[config.mk]
export PLATFORM = sky130hd
export DESIGN_NAME = ladder_bit_unit
export DESIGN_NICKNAME = d
export VERILOG_FILES = /design/src/rtl/ladder_pkg.sv /design/src/rtl/lad_rst_sync.sv /design/src/rtl/lad_contact.sv /design/src/rtl/lad_coil.sv /design/src/rtl/lad_lane.sv /design/src/rtl/ladder_bit_unit.sv
export SDC_FILE = /design/constraint.sdc
export NUM_CORES = 1
export LEC_CHECK = 0
export ABC_CLOCK_PERIOD_IN_PS = 800
export BUFFER_PORTS_ARGS = -buffer_cell sky130_fd_sc_hd__buf_4
export CAP_MARGIN = 20
export CORE_ASPECT_RATIO = 0.7
export CORE_MARGIN = 5
export CORE_UTILIZATION = 40
export CTS_BUF_LIST = sky130_fd_sc_hd__clkbuf_4 sky130_fd_sc_hd__clkbuf_8
export DETAILED_ROUTE_END_ITERATION = 12
export GPL_TIMING_DRIVEN = 0
export PLACE_DENSITY = 0.66
export SETUP_SLACK_MARGIN = 0.2
export SLEW_MARGIN = 20
export SYNTH_ARGS = -nofsm -noshare
export SYNTH_HDL_FRONTEND = slang
export SYNTH_SLANG_ARGS = --single-unit
[constraint.sdc]
create_clock -name clk -period 0.8 [get_ports clk]
set_input_delay 0.08 -clock clk [delete_from_list [all_inputs] [get_ports clk]]
set_output_delay 0.08 -clock clk [all_outputs]
set_load 0.05 [all_outputs]
[src/rtl/ladder_pkg.sv]
package ladder_pkg;

  localparam int OP_W = 4;

  typedef enum logic [OP_W-1:0] {
    OP_TEST_ON   = 4'd0,
    OP_TEST_OFF  = 4'd1,
    OP_EDGE_UP   = 4'd2,
    OP_EDGE_DN   = 4'd3,
    OP_WRITE     = 4'd4,
    OP_WRITE_INV = 4'd5,
    OP_LATCH     = 4'd6,
    OP_UNLATCH   = 4'd7,
    OP_SET_UP    = 4'd8,
    OP_CLR_DN    = 4'd9
  } lad_op_e;

  typedef struct packed {
    logic stored;
    logic last_rung;
    logic flow;
  } lane_state_t;

  function automatic logic op_is_contact(input logic [OP_W-1:0] op);
    return op <= OP_W'(OP_EDGE_DN);
  endfunction

endpackage

[src/rtl/lad_rst_sync.sv]
module lad_rst_sync #(
  parameter int STAGES = 2
) (
  input  logic clk,
  input  logic rst_n,
  output logic rst_n_sync
);
  logic [STAGES-1:0] chain_q;
  logic [STAGES-1:0] chain_d;

  always_comb begin
    chain_d = {chain_q[STAGES-2:0], 1'b1};
  end

  always_ff @(posedge clk or negedge rst_n) begin
    if (!rst_n) chain_q <= '0;
    else        chain_q <= chain_d;
  end

  assign rst_n_sync = chain_q[STAGES-1];
endmodule

[src/rtl/lad_contact.sv]
module lad_contact
  import ladder_pkg::*;
(
  input  logic [OP_W-1:0] op,
  input  logic            rung,
  input  logic            stored,
  input  logic            last_rung,
  output logic            flow
);
  always_comb begin
    unique case (op)
      OP_W'(OP_TEST_ON):  flow = rung & stored;
      OP_W'(OP_TEST_OFF): flow = rung & ~stored;
      OP_W'(OP_EDGE_UP):  flow = rung & ~last_rung;
      OP_W'(OP_EDGE_DN):  flow = ~rung & last_rung;
      default:            flow = rung;
    endcase
  end
endmodule

[src/rtl/lad_coil.sv]
module lad_coil
  import ladder_pkg::*;
(
  input  logic [OP_W-1:0] op,
  input  logic            rung,
  input  logic            stored,
  input  logic            last_rung,
  output logic            stored_nx
);
  logic rose;
  logic fell;

  always_comb begin
    rose = rung & ~last_rung;
    fell = ~rung & last_rung;
    unique case (op)
      OP_W'(OP_WRITE):     stored_nx = rung;
      OP_W'(OP_WRITE_INV): stored_nx = ~rung;
      OP_W'(OP_LATCH):     stored_nx = rung ? 1'b1 : stored;
      OP_W'(OP_UNLATCH):   stored_nx = rung ? 1'b0 : stored;
      OP_W'(OP_SET_UP):    stored_nx = rose ? 1'b1 : stored;
      OP_W'(OP_CLR_DN):    stored_nx = fell ? 1'b0 : stored;
      default:             stored_nx = stored;
    endcase
  end
endmodule

[src/rtl/lad_lane.sv]
module lad_lane
  import ladder_pkg::*;
(
  input  logic            clk,
  input  logic            rst_n,
  input  logic            scan_en,
  input  logic            pwr_cycle,
  input  logic            rung_in,
  input  logic [OP_W-1:0] op,
  input  logic            retain,
  output logic            rung_out,
  output logic            bit_q
);
  lane_state_t st_q;
  lane_state_t st_d;
  logic        ld_en;
  logic        contact_flow;
  logic        coil_bit;

  lad_contact u_contact (
    .op        (op),
    .rung      (rung_in),
    .stored    (st_q.stored),
    .last_rung (st_q.last_rung),
    .flow      (contact_flow)
  );

  lad_coil u_coil (
    .op        (op),
    .rung      (rung_in),
    .stored    (st_q.stored),
    .last_rung (st_q.last_rung),
    .stored_nx (coil_bit)
  );

  always_comb begin
    ld_en = scan_en | pwr_cycle;
    st_d  = st_q;
    if (pwr_cycle) begin
      st_d.stored    = retain ? st_q.stored : 1'b0;
      st_d.last_rung = 1'b0;
      st_d.flow      = 1'b0;
    end else if (scan_en) begin
      st_d.stored    = coil_bit;
      st_d.last_rung = rung_in;
      st_d.flow      = op_is_contact(op) ? contact_flow : rung_in;
    end
  end

  always_ff @(posedge clk or negedge rst_n) begin
    if (!rst_n)     st_q <= '0;
    else if (ld_en) st_q <= st_d;
  end

  assign rung_out = st_q.flow;
  assign bit_q    = st_q.stored;

  p_idle_hold_r2: assert property (@(posedge clk) disable iff (!rst_n)
    (!scan_en && !pwr_cycle) |=> ($stable(bit_q) && $stable(rung_out)));

  p_contact_keeps_bit_r3: assert property (@(posedge clk) disable iff (!rst_n)
    (scan_en && !pwr_cycle && op_is_contact(op)) |=> $stable(bit_q));

  p_rise_needs_power_r5: assert property (@(posedge clk) disable iff (!rst_n)
    (scan_en && !pwr_cycle && op == OP_W'(OP_EDGE_UP) && !rung_in) |=> !rung_out);

  p_fall_needs_loss_r6: assert property (@(posedge clk) disable iff (!rst_n)
    (scan_en && !pwr_cycle && op == OP_W'(OP_EDGE_DN) && rung_in) |=> !rung_out);

  p_latch_sets_r8: assert property (@(posedge clk) disable iff (!rst_n)
    (scan_en && !pwr_cycle && op == OP_W'(OP_LATCH) && rung_in) |=> bit_q);

  p_coil_passes_r10: assert property (@(posedge clk) disable iff (!rst_n)
    (scan_en && !pwr_cycle && !op_is_contact(op)) |=> (rung_out == $past(rung_in)));

  p_retained_kept_r11: assert property (@(posedge clk) disable iff (!rst_n)
    (pwr_cycle && retain) |=> $stable(bit_q));

  p_volatile_cleared_r11: assert property (@(posedge clk) disable iff (!rst_n)
    pwr_cycle |=> (!rung_out && (bit_q == ($past(retain) & $past(bit_q)))));

endmodule

[src/rtl/ladder_bit_unit.sv]
module ladder_bit_unit
  import ladder_pkg::*;
#(
  parameter int LANES       = 4,
  parameter int SYNC_STAGES = 2
) (
  input  logic                  clk,
  input  logic                  rst_n,
  input  logic                  scan_en,
  input  logic                  pwr_cycle,
  input  logic [LANES-1:0]      rung_in,
  input  logic [LANES*OP_W-1:0] opcode,
  input  logic [LANES-1:0]      retain,
  output logic [LANES-1:0]      rung_out,
  output logic [LANES-1:0]      bit_q
);
  localparam int OPV_W = LANES * OP_W;

  logic rst_n_int;

  lad_rst_sync #(.STAGES(SYNC_STAGES)) u_rst_sync (
    .clk        (clk),
    .rst_n      (rst_n),
    .rst_n_sync (rst_n_int)
  );

  for (genvar g = 0; g < LANES; g++) begin : g_lane
    logic [OP_W-1:0] lane_op;
    assign lane_op = opcode[g*OP_W +: OP_W];

    lad_lane u_lane (
      .clk       (clk),
      .rst_n     (rst_n_int),
      .scan_en   (scan_en),
      .pwr_cycle (pwr_cycle),
      .rung_in   (rung_in[g]),
      .op        (lane_op),
      .retain    (retain[g]),
      .rung_out  (rung_out[g]),
      .bit_q     (bit_q[g])
    );
  end

  initial begin
    a_width_r10: assert (OPV_W == $bits(opcode));
  end

endmodule

Yosys cells after proc, flatten, opt, wreduce, memory -nomap -nowiden
Cells that the tools add are included.
{"block": "totals", "latchBits": 0, "romBits": 0, "mem_count": 0, "ff_bits": 14, "ram_bits": 0}
{"block": "op_classes", "n_shift": 0, "bitwise": 29, "div": 0, "n_mux": 40, "n_addsub": 0, "eq_ne": 56, "order_cmp": 4, "n_reduce_logical": 14, "mul": 0}
{"operator": "$eq 4x3->1 const B", "n": 16}
{"operator": "$ne 3x3->1 const B", "n": 16}
{"operator": "$eq 4x2->1 const B", "n": 8}
{"operator": "$eq 4x4->1 const B", "n": 8}
{"operator": "$reduce_and 8->1", "n": 4}
{"operator": "$reduce_bool 7->1", "n": 4}
{"operator": "$mux 1", "n": 24}
{"operator": "$mux 3", "n": 8}
{"operator": "$pmux 1 s6", "n": 4}
{"operator": "$and 1x1->1", "n": 16}
{"operator": "$eq 4x1->1 const B", "n": 4}
{"operator": "$le 4x2->1 const B", "n": 4}
{"operator": "$logic_not 4->1", "n": 4}
{"operator": "$pmux 1 s4", "n": 4}
{"operator": "$not 1->1", "n": 12}
{"operator": "$ne 2x2->1 const B", "n": 4}
{"operator": "$reduce_and 2->1", "n": 1}
{"operator": "$reduce_bool 2->1", "n": 1}
{"operator": "$or 1x1->1", "n": 1}

Logic depth before layout (Yosys ltp)
{"block": "logic_depth", "ltp_word": 6, "ltp_mapped": 6, "mapped_depth_nobuf": 5}

Modules after synthesis
Synthesis repeated with hierarchy kept, for this count alone.
{"block": "unflattened", "hier_cells": 131, "area_unflattened_um2": 1094.8}
{"module": "lad_lane", "instances": 4, "area_each_um2": 135.1, "cells_per_inst": 12, "seq_area_each_um2": 75.1}
{"module": "lad_coil", "instances": 4, "area_each_um2": 77.6, "cells_per_inst": 13, "seq_area_each_um2": 0.0}
{"module": "lad_contact", "instances": 4, "area_each_um2": 47.5, "cells_per_inst": 7, "seq_area_each_um2": 0.0}
{"module": "lad_rst_sync", "instances": 1, "area_each_um2": 53.8, "cells_per_inst": 3, "seq_area_each_um2": 50.0}

Worst setup path before layout
No wires, ideal clock.
{"block": "synth_timing", "kind": "register to register", "start": "register g_lane[1].u_lane.st_q[1] in the netlist's numbering", "end": "register g_lane[1].u_lane.st_q (netlist bit g_lane[1].u_lane.bit_q)", "synth_period_minus_slack_ns": 1.175, "setup_time_ns": 0.121, "setup_slack_ns": -0.375, "path_stages_with_launch": 6, "arrival_ns": 1.054, "path_buffers": 0, "path_cell_list": "dfrtp_1 > nand3b_1 > nor3_1 > o31ai_1 > mux2i_1 > o21ai_1"}
{"block": "synth_between", "elab_chain_len": 4}
{"element": "from (decl)", "line": "lad_lane.sv:14", "rtl": "lane_state_t st_q;"}
{"element": "from (signal assigned)", "line": "lad_lane.sv:52", "rtl": "else if (ld_en) st_q <= st_d;"}
{"element": "$not 1->1", "line": "lad_coil.sv:14", "rtl": "rose = rung & ~last_rung;"}
{"element": "$and 1x1->1", "line": "lad_coil.sv:14"}
{"element": "$ne 3x3->1 (no line)"}
{"element": "$reduce_and 8->1 (no line) (*)"}
Every way passes the cells marked *; elsewhere a longest branch is shown, timed or not.
A chain may end at the register's enable or synchronous reset.

Final worst setup path
Ends and elaborated chain as after synthesis.

==> results.md <==
- Syn_area_per_cell: approximately 8 µm²
- GP Congestion: ~0.85
- Tot GR Track Use: 0.157
- Critical path class: register to register
- DP Worst Slack: -0.547 ns
- Reg area: ~350 µm²
- Drt wl/cell: roughly 14 µm
- Net Count, Synth: about 180
- Clock power frac: 0.249
- Initial Util: 0.423
- Via Count: roughly 1200
- Post-synthesis sequential area ratio: 0.293
- Yosys cell types: 43
- Area grow syn2layout: 42.0%
- CP Max Fanout: 4
- Sw Share: 0.332
- Core Area: ~2800 µm²
- Clock Path Buffers: 2
- Power Dens Cells: ~1400 nW/µm²
- DRT antenna net count: 0
- Fill count: about 260
- Ys flop type: dfrtp_1
- Top-count cell post-synth: dfrtp_1
- Slew Limit Fails: 0
- Post-synth EDFFs: 0
- Share of cells above drive strength 1: 0.356
- Worst EP arrival: between 1 and 1.5 ns
- Post-placement cell count: about 210
- Met3 usage in global routing: 0.0451
- Reg2Reg Depth: 5
- Final count of negative-setup-slack endpoints: 18
- Ys Warns: 0
- Die width: roughly 75 µm
- Status: finished, violations left
- Met1 Usage GRT: 0.195
- # IOs: 36
- Cell area after synthesis: approximately 1200 µm²
- Clock skew: a little over 0.002 ns
- Design Area, Final: ~1700 µm²
- H-tree level count: 1
- Most instantiated cells after synthesis: dfrtp_1 (14), nor2_1 (13), buf_4 (8), inv_1 (8), o21ai_0 (8)
- Clock latency on the worst-skew pair: about 0.25 ns
- Fraction of registers with async set/reset: 1.00
- PnR Total Power: between 2 and 2.5 mW
- Worst-path clk slew: roughly 0.06 ns
- Internal power: around 1.6 mW
- Top cell type's share of synthesized area: 0.293
- PortBufs: 30
- MaxCap Viol Count: 0
- Sink Count: 14
- Crit path capture type: register
- RR Startpoint: g_lane[1].u_lane.st_q[1]
- Net Sw Power: around 0.78 mW
- Placed Area: 1540 µm²
- Die area: approximately 4200 µm²
- 1st-pass router iterations: 4
- Die Y: about 56 µm
- Yosys reg bits: 14
- Grt peak-use layer: met2
- Unrepaired setup endpoints after global routing: true
- Pin count of the biggest net entering global routing: 13
- IR drop worst, VDD: roughly 0.84 mV
- Final worst path period need: roughly 1.3 ns
- Top post-synthesis cells by area: dfrtp_1 (29%), mux2i_1 (5.9%), buf_4 (5.0%)
- Critical path origin: g_lane[1].u_lane.st_q[1]
- Number of global-route vias before repair: between 1000 and 1500
- Fin cells: 224
- FF-to-FF End: g_lane[1].u_lane.bit_q
- Leakage: 0.749 nW
- Layout net count: 218
- Worst setup endpoint: g_lane[1].u_lane.bit_q
- Synth area leader: dfrtp_1
- CTS root buffer: clkbuf_8
- Setup TNS: -4.70 ns
- CP required: slightly above 0.9 ns
- Number of antenna violations at the first check in global routing: 0
- Finished Core Util: 0.601
- Final Worst Setup Slack: -0.467 ns
- F_max: 789 MHz
- DP HPWL: 2350 µm
- Met2 Track Usage GR: 0.271
- Final Hold Fails: 0
- Sequential fraction of design power: 0.358
- Fin Hold WS: 0.0598 ns
- DRC errors left: 0
- Flop2flop setup slack: -0.47 ns
- Site row count: 16
- CTS tree: yes
- Multi-input logic area: 751 µm²
- Tcrit/Tclk final: 1.58
- CP startpoint kind: register
- Antenna diodes: 0
- CTS Buf Count: 3
- Mapped Cells: approximately 150
- Vias per std cell: 5.49
- Hold/Removal Path Class: input pin to register
- Gate power share: 0.394
- First-pass GRT wire length: between 5000 and 6000 µm
- Violated checks: setup timing
- GRT overflow: 0
- WL final: approximately 3100 µm
- Number of DRC markers in iteration 0: 33
==> repair_timing <==
action | CTS | global route
endpoints found under the setup margin | 32 | 20
pin swaps | 7 | 5
endpoints found under the hold margin | 2 | 0
gates resized for setup | 13 | 3
setup buffers | 7 | 0
hold buffers | 1 | 0
==> cell families (layout without fill, tap and decap cells) <==
| logic type | Yosys count | in the layout | synth area share |
|---|---|---|---|
| multiplexers | 7 | 7 | 0.0586 |
| other | 1 | 1 | 0.00314 |
| XOR/XNOR | 3 | 3 | 0.0220 |
| flip-flops | 14 | 14 | 0.293 |
| AO/OA/AOI/OAI | 43 | 43 | 0.249 |
| buffers and inverters | 24 | 65 | 0.104 |
| AND/OR/NAND/NOR | 55 | 55 | 0.270 |
==> cell type report <==
type | count | area share
Timing Repair Buffer | 38 | 0.196
Multi-Input combinational cell | 109 | 0.442
Tap cell | 36 | 0.0265
Clock buffer | 3 | 0.0243
Inverter | 9 | 0.0199
Buffer | 15 | 0.0826
Sequential cell | 14 | 0.208
==> cell usage in the layout (no fill, tap or decap), drive strengths merged, types with 2 or more instances in the layout <==
cell      n
a21oi     7
a311oi    3
buf      48
clkbuf    7
dfrtp    14
inv       9
mux2i     7
nand2     6
nand2b    5
nand3     6
nand3b    2
nor2     13
nor2b     5
nor3      2
nor3b     3
nor4      2
nor4b     4
o2111ai   2
o21ai    15
o221a     2
o31ai     5
or3b      2
xnor2     2
==> how the worst min path moves through the flow <==
stage / from / endpoint / slack [ns] / depth (start not counted)
after detailed placement: rst_n / u_rst_sync.chain_q[0] / -0.14 / 1
after floorplan: rst_n / u_rst_sync.chain_q[0] / -0.22 / 0
after global routing: pwr_cycle / g_lane[1].u_lane.bit_q / 0.06 / 2
after global placement: rst_n / u_rst_sync.chain_q[0] / -0.14 / 1
after CTS: pwr_cycle / g_lane[1].u_lane.bit_q / 0.05 / 2
final: pwr_cycle / g_lane[1].u_lane.bit_q / 0.06 / 2
==> power by group through the flow <==
| stage | registers (mW) | clock network, mW | logic, mW |
|---|---|---|---|
| after floorplan | 0.836 | 0 | 0.552 |
| after global placement | 0.853 | 0 | 0.793 |
| after detailed placement | 0.855 | 0 | 0.814 |
| after CTS | 0.838 | 0.603 | 0.923 |
| after global routing | 0.852 | 0.638 | 0.997 |
| final | 0.839 | 0.584 | 0.924 |
==> routing by layer <==
metal	vias up	routed length, µm
met2	28	1520
li1	619	-
met4	0	0
met5	-	0
met1	583	1390
met3	0	194
==> registers in the layout, indices dropped and copies added, names as in the netlist <==
register and count:
g_lane.u_lane.bit_q 4, g_lane.u_lane.rung_out 4, g_lane.u_lane.st_q 4, u_rst_sync.chain_q 2
==> worst max-delay path, stage by stage, from the launching register on <==
cell,delay [ns]
dfrtp_1,0.40
nand3b_1,0.11
nor3_1,0.06
o31ai_1,0.31
mux2i_1,0.22
o21ai_1,0.07
No activity file was read; power rests on OpenSTA's default activity.
